--- config.mk ---
export PLATFORM = sky130hd
export DESIGN_NAME = ser_reg_ctrl
export DESIGN_NICKNAME = d
export VERILOG_FILES = /design/src/rtl/ser_reg_pkg.sv /design/src/rtl/ser_sync.sv /design/src/rtl/ser_frame.sv /design/src/rtl/ser_regfile.sv /design/src/rtl/ser_reg_ctrl.sv
export SDC_FILE = /design/constraint.sdc
export NUM_CORES = 1
export LEC_CHECK = 0
export ABC_AREA = 1
export CORE_UTILIZATION = 32
export DETAILED_ROUTE_END_ITERATION = 10
export GPL_TIMING_DRIVEN = 0
export SYNTH_ARGS = -nofsm -noshare
export SYNTH_HDL_FRONTEND = slang
export SYNTH_SLANG_ARGS = --single-unit
--- constraint.sdc ---
create_clock -name clk_i -period 4 [get_ports clk_i]
set_input_delay 0.8 -clock clk_i [delete_from_list [all_inputs] [get_ports clk_i]]
set_output_delay 0.8 -clock clk_i [all_outputs]
set_load 0.01 [all_outputs]
--- src/rtl/ser_reg_pkg.sv ---
package ser_reg_pkg;
  localparam logic CHIP_HI = 1'b1;   // fixed upper chip-address bit
  localparam int unsigned CTL_W = 3; // C1, C0, direction

  // Default content: register index, with the run bit forced high.
  function automatic logic [31:0] reg_dflt(input int unsigned idx,
                                           input int unsigned run_reg,
                                           input int unsigned run_bit);
    logic [31:0] v;
    v = idx;
    if (idx == run_reg) v[run_bit[4:0]] = 1'b1;
    return v;
  endfunction
endpackage

--- src/rtl/ser_sync.sv ---
module ser_sync #(
  parameter int unsigned STAGES  = 2,
  parameter bit          RST_VAL = 1'b0
) (
  input  logic clk_i,
  input  logic rst_ni,
  input  logic d_i,
  output logic q_o
);
  logic [STAGES-1:0] ff_q;

  always_ff @(posedge clk_i or negedge rst_ni) begin
    if (!rst_ni) begin
      ff_q <= {STAGES{RST_VAL}};
    end else begin
      ff_q[0] <= d_i;
      for (int i = 1; i < STAGES; i++) ff_q[i] <= ff_q[i-1];
    end
  end

  assign q_o = ff_q[STAGES-1];
endmodule

--- src/rtl/ser_frame.sv ---
module ser_frame
  import ser_reg_pkg::*;
#(
  parameter int unsigned ADDR_W = 5,
  parameter int unsigned DATA_W = 8
) (
  input  logic              clk_i,
  input  logic              rst_ni,
  input  logic              csn_s_i,
  input  logic              sclk_s_i,
  input  logic              sdi_s_i,
  input  logic              chip_sel_i,
  input  logic [DATA_W-1:0] rd_data_i,
  output logic [ADDR_W-1:0] addr_o,
  output logic [DATA_W-1:0] wdata_o,
  output logic              wr_en_o,
  output logic              sdo_o,
  output logic              sdo_oe_o
);
  localparam int unsigned HDR_W   = CTL_W + ADDR_W;
  localparam int unsigned FRAME_W = HDR_W + DATA_W;
  localparam int unsigned SH_W    = (HDR_W > DATA_W) ? HDR_W : DATA_W;
  localparam int unsigned CNT_W   = $clog2(FRAME_W + 2);
  localparam int unsigned IDX_W   = (DATA_W > 1) ? $clog2(DATA_W) : 1;

  logic             csn_d, sclk_d;
  logic             csn_rise, sclk_rise, sclk_fall;
  logic [CNT_W-1:0] cnt_q;
  logic [SH_W-1:0]  sh_q;
  logic [HDR_W-1:0] hdr_q;
  logic             hdr_vld_q;
  logic             hit, is_wr, rd_act, in_data;
  logic [IDX_W-1:0] bit_idx;

  always_ff @(posedge clk_i or negedge rst_ni) begin
    if (!rst_ni) begin
      csn_d  <= 1'b1;
      sclk_d <= 1'b0;
    end else begin
      csn_d  <= csn_s_i;
      sclk_d <= sclk_s_i;
    end
  end

  assign csn_rise  = csn_s_i & ~csn_d;
  assign sclk_rise = ~csn_s_i & sclk_s_i & ~sclk_d;
  assign sclk_fall = ~csn_s_i & ~sclk_s_i & sclk_d;

  // Bit counter saturates one past a full frame to flag overlong frames.
  always_ff @(posedge clk_i or negedge rst_ni) begin
    if (!rst_ni) begin
      cnt_q     <= '0;
      sh_q      <= '0;
      hdr_q     <= '0;
      hdr_vld_q <= 1'b0;
    end else if (csn_s_i) begin
      cnt_q     <= '0;
      hdr_vld_q <= 1'b0;
    end else if (sclk_rise) begin
      sh_q <= {sh_q[SH_W-2:0], sdi_s_i};
      if (cnt_q <= CNT_W'(FRAME_W)) cnt_q <= cnt_q + 1'b1;
      if (cnt_q == CNT_W'(HDR_W - 1)) begin
        hdr_q     <= {sh_q[HDR_W-2:0], sdi_s_i};
        hdr_vld_q <= 1'b1;
      end
    end
  end

  assign hit    = hdr_vld_q & (hdr_q[HDR_W-1] == CHIP_HI) & (hdr_q[HDR_W-2] == chip_sel_i);
  assign is_wr  = hdr_q[HDR_W-3];
  assign rd_act = hit & ~is_wr;
  assign addr_o = hdr_q[ADDR_W-1:0];
  assign wdata_o = sh_q[DATA_W-1:0];
  assign wr_en_o = csn_rise & hit & is_wr & (cnt_q == CNT_W'(FRAME_W));

  assign in_data = (cnt_q >= CNT_W'(HDR_W)) & (cnt_q < CNT_W'(FRAME_W));
  assign bit_idx = IDX_W'(HDR_W + DATA_W - 1 - int'(cnt_q));

  always_ff @(posedge clk_i or negedge rst_ni) begin
    if (!rst_ni) begin
      sdo_o    <= 1'b0;
      sdo_oe_o <= 1'b0;
    end else if (csn_s_i) begin
      sdo_o    <= 1'b0;
      sdo_oe_o <= 1'b0;
    end else if (sclk_fall && rd_act && in_data) begin
      sdo_o    <= rd_data_i[bit_idx];
      sdo_oe_o <= 1'b1;
    end
  end
endmodule

--- src/rtl/ser_regfile.sv ---
module ser_regfile
  import ser_reg_pkg::*;
#(
  parameter int unsigned ADDR_W  = 5,
  parameter int unsigned DATA_W  = 8,
  parameter int unsigned RUN_REG = 0,
  parameter int unsigned RUN_BIT = 0,
  localparam int unsigned NREG   = 1 << ADDR_W
) (
  input  logic                   clk_i,
  input  logic                   pwrdn_ni,
  input  logic                   wr_en_i,
  input  logic [ADDR_W-1:0]      wr_addr_i,
  input  logic [DATA_W-1:0]      wr_data_i,
  input  logic [ADDR_W-1:0]      rd_addr_i,
  output logic [DATA_W-1:0]      rd_data_o,
  output logic [NREG*DATA_W-1:0] regs_o
);
  logic [DATA_W-1:0] mem [NREG];

  for (genvar g = 0; g < NREG; g++) begin : g_reg
    localparam logic [DATA_W-1:0] DFLT = DATA_W'(reg_dflt(g, RUN_REG, RUN_BIT));
    always_ff @(posedge clk_i or negedge pwrdn_ni) begin
      if (!pwrdn_ni)                                  mem[g] <= DFLT;
      else if (wr_en_i && wr_addr_i == ADDR_W'(g))    mem[g] <= wr_data_i;
    end
    assign regs_o[g*DATA_W +: DATA_W] = mem[g];
  end

  assign rd_data_o = mem[rd_addr_i];
endmodule

--- src/rtl/ser_reg_ctrl.sv ---
module ser_reg_ctrl
  import ser_reg_pkg::*;
#(
  parameter int unsigned ADDR_W      = 5,
  parameter int unsigned DATA_W      = 8,
  parameter int unsigned SYNC_STAGES = 2,
  parameter int unsigned RUN_REG     = 0,
  parameter int unsigned RUN_BIT     = 0,
  localparam int unsigned NREG       = 1 << ADDR_W
) (
  input  logic                   clk_i,
  input  logic                   rst_ni,
  input  logic                   pwrdn_ni,
  input  logic                   chip_sel_i,
  input  logic                   csn_i,
  input  logic                   sclk_i,
  input  logic                   sdi_i,
  output logic                   sdo_o,
  output logic                   sdo_oe_o,
  output logic [NREG*DATA_W-1:0] regs_o,
  output logic                   timing_run_o
);
  logic [2:0]        pin_raw, pin_syn;
  logic              csn_s, sclk_s, sdi_s;
  logic              wr_en;
  logic [ADDR_W-1:0] addr;
  logic [DATA_W-1:0] wdata, rdata;

  assign pin_raw = {sdi_i, sclk_i, csn_i};

  // Index 0 is chip select, which idles high.
  for (genvar g = 0; g < 3; g++) begin : g_sync
    ser_sync #(.STAGES(SYNC_STAGES), .RST_VAL(g == 0)) u_sync (
      .clk_i  (clk_i),
      .rst_ni (rst_ni),
      .d_i    (pin_raw[g]),
      .q_o    (pin_syn[g])
    );
  end

  assign csn_s  = pin_syn[0];
  assign sclk_s = pin_syn[1];
  assign sdi_s  = pin_syn[2];

  ser_frame #(.ADDR_W(ADDR_W), .DATA_W(DATA_W)) u_frame (
    .clk_i      (clk_i),
    .rst_ni     (rst_ni),
    .csn_s_i    (csn_s),
    .sclk_s_i   (sclk_s),
    .sdi_s_i    (sdi_s),
    .chip_sel_i (chip_sel_i),
    .rd_data_i  (rdata),
    .addr_o     (addr),
    .wdata_o    (wdata),
    .wr_en_o    (wr_en),
    .sdo_o      (sdo_o),
    .sdo_oe_o   (sdo_oe_o)
  );

  ser_regfile #(.ADDR_W(ADDR_W), .DATA_W(DATA_W), .RUN_REG(RUN_REG), .RUN_BIT(RUN_BIT)) u_regs (
    .clk_i     (clk_i),
    .pwrdn_ni  (pwrdn_ni),
    .wr_en_i   (wr_en),
    .wr_addr_i (addr),
    .wr_data_i (wdata),
    .rd_addr_i (addr),
    .rd_data_o (rdata),
    .regs_o    (regs_o)
  );

  assign timing_run_o = regs_o[RUN_REG*DATA_W + RUN_BIT];
endmodule

==> results.sh <==
export IMPL_place_inst=2459
export IMPL_switchingPower_mw=1.704
export IMPL_timing_fmax_mhz=398.0
export IMPL_clk_insertion_delay_late_ps=530
export IMPL_grt_pass1_wl_um=87000
export IMPL_p_sw_share_pct=25.60
export IMPL_antenna_cells=0
export IMPL_drc=0
export IMPL_fin_crit_ps=2512
export IMPL_cts_root_buf="clkbuf_16"
export IMPL_cp_arrival_ps=1710
export IMPL_vias=13120
export IMPL_power_internal_mw=4.952
export IMPL_final_common_cell="nand2_1"
export IMPL_maxCapViolations=0
export IMPL_crit_start="u_regs.regs_o[0]"
export IMPL_layout_drive_gt1_share_pct=14.83
export IMPL_io_pins=266
export IMPL_yosysUniqueCellTypes=31
export IMPL_rsz0062_at_grt="no"
export IMPL_syn_nets=1662
export IMPL_cts_tree="yes"
export IMPL_numCtsBuffers=35
export IMPL_ir_worst_vdd_v=0.0002253
export IMPL_dpl_worst_slack_ps=1179
export IMPL_clk_pin_slew_worst_paths_ps=60
export IMPL_routed_wl_um=60460
export IMPL_ys_seq_area_share_pct=53.36
export IMPL_r2r_end="u_regs.regs_o[14]"
export IMPL_cts_resized=0
export IMPL_drt_iter0_drc=1483
export IMPL_core_um2=42130
export IMPL_cp_max_fo=4
export IMPL_yosysWarnings=0
export IMPL_ant_nets=0
export IMPL_grt_start_max_net_pins=97
export IMPL_most_common_layout_cells="nand2_1, clkdlybuf4s50_1, dfrtp_1"
export IMPL_ff2ff_path_depth=10
export IMPL_antenna_found_initial=2
export IMPL_nets=1966
export IMPL_synth_area_per_cell_um2=8.291
export IMPL_crit_end="regs_o[0]"
export IMPL_cts_hold_buf=0
export IMPL_die_x_um=208.9
export IMPL_fin_crit_sh_pct=62.81
export IMPL_final_cells=2522
export IMPL_setup_viol=0
export IMPL_post_drt_wl_per_cell_um=23.97
export IMPL_status="completed"
export IMPL_slew_viol_final=0
export IMPL_via_per_inst=5.201
export IMPL_dpl_instance_area_um2=17090
export IMPL_row_count=75
export IMPL_powerDensity_nw_per_um2=364.9
export IMPL_grt_overflow=0
export IMPL_crit_required_ps=3200
export IMPL_worst_slew_pin_slew_ps=1147
export IMPL_cts_setup_buffers=0
export IMPL_grt_pass1_vias=12660
export IMPL_initial_core_util_pct=32.53
export IMPL_die_area_um2=43660
export IMPL_hold_path_class="primary input to asynchronous set/reset pin"
export IMPL_dpl_hpwl_um=44050
export IMPL_finClkSkew_ps=14.73
export IMPL_r2r_slack_ps=1540
export IMPL_r2r_start="u_frame.cnt_q[0]"
export IMPL_p_leak_nw=8.129
export IMPL_port_buffers=265
export IMPL_path_class="register to output pin"
export IMPL_p_clk_share_pct=48.4
export IMPL_gp_congestion=0.9636
export IMPL_slew_headroom_pct=23.56
export IMPL_die_y_um=208.9
export IMPL_synthCells=1653
export IMPL_clock_sinks=288
export IMPL_synth_area_um2=13700
export IMPL_seq_power_share_pct=44.4
export IMPL_stdcell_area_um2=18240
export IMPL_firstDrtPassIters=5
export IMPL_ys_seq_elements=288
export IMPL_htreeDepth=2
export IMPL_end_kind="output pin"
export IMPL_final_setup_worst_slack_ps=1488
export IMPL_start_kind="register"
export IMPL_cts_path_max_buffers=3
export IMPL_pwr_share_comb_pct=7.1
export IMPL_syn2layout_area_growth_pct=33.09
export IMPL_finalHoldViolCount=0
export IMPL_hold_ws_ps=214.0
export IMPL_gr_usage_all_layers_pct=27.53
[cell families (layout without fill, tap and decap cells)]
group | count (synthesis) | after routing | share of synthesized area (%)
flops | 288 | 288 | 53.36
compound gates | 298 | 298 | 12.01
fa+ha+maj | 2 | 2 | 0.1826
simple gates | 933 | 933 | 28.26
buf+inv | 132 | 462 | 6.190
[power groups by stage]
stage / clock, mW / sequential, mW / combinational, mW
after CTS: 3.25 / 2.96 / 0.469
after floorplan: 0 / 3.00 / 0.168
after global placement: 0 / 3.01 / 0.461
after detailed placement: 0 / 3.01 / 0.469
after global routing: 3.38 / 2.96 / 0.493
final: 3.22 / 2.96 / 0.475
[registers in the layout (all words and copies together) (netlist names)]
name                count
u_frame.csn_d           1
u_frame.sdo_oe_o        1
u_frame.wdata_o         8
u_frame.hdr_vld_q       1
u_frame.hdr_q           8
u_frame.sclk_d          1
u_frame.sdo_o           1
u_regs.regs_o         256
u_frame.cnt_q           5
g_sync.u_sync.ff_q      6
[metrics by stage]
step,power [mW],TNS [ps],util [%]
2_1_floorplan,3.169,0,-
3_3_place_gp,3.466,-1978910,40.42
3_5_place_dp,3.474,0,40.55
4_1_cts,6.679,0,43.29
5_1_grt,6.835,0,43.29
6_report,6.656,0,43.29
[Yosys cell counts (all sizes together)]
cell type	n	share of area, %
nand2	801	23
o21ai	277	11
dfrtp	204	37
dfstp	84	16
nor2	76	2.9
buf	69	4.4
nand3	39	1.4
inv	32	0.93
clkbuf	29	0.79
a21oi	19	0.69
nand4	11	0.50
nor3	4	0.22
a22oi	2	0.11
clkinv	2	0.055
ha	2	0.18
nor4	1	0.046
or4	1	0.055
[cell type report]
cell class / count / area (µm²)
Clock buffer: 55 / 1033
Multi-Input combinational cell: 1233 / 5544
Clock inverter: 8 / 118.9
Timing Repair Buffer: 267 / 2708
Fill cell: 4218 / 23900
Sequential cell: 288 / 7312
Tap cell: 539 / 674.4
Buffer: 98 / 713.2
Inverter: 34 / 135.1
[metal layers]
layer  track usage, %  vias to the layer above  part of all wire (%)
met5                0                        -                 0.098
met4            7.911                        2                   2.6
met3            6.177                      107                   9.6
met2            42.99                      707                    45
met1            38.15                     6367                    43
li1                 -                     5933                     -
[worst max-delay path: stages (launching register included)]
cell,delay (ps)
dfstp_2,570
buf_4,110
clkdlybuf4s50_1,520
[worst min path at each step]
stage | startpoint | to | cells after the start
floorplan | g_sync[1].u_sync.ff_q[0] | g_sync[1].u_sync.ff_q[1] | 0
global placement | g_sync[1].u_sync.ff_q[0] | g_sync[1].u_sync.ff_q[1] | 0
detailed placement | g_sync[1].u_sync.ff_q[0] | g_sync[1].u_sync.ff_q[1] | 0
CTS | pwrdn_ni | u_regs.regs_o[151] | 1
global route | pwrdn_ni | u_regs.regs_o[151] | 1
finish | pwrdn_ni | u_regs.regs_o[151] | 1
Power figures use the tool's default switching activity.
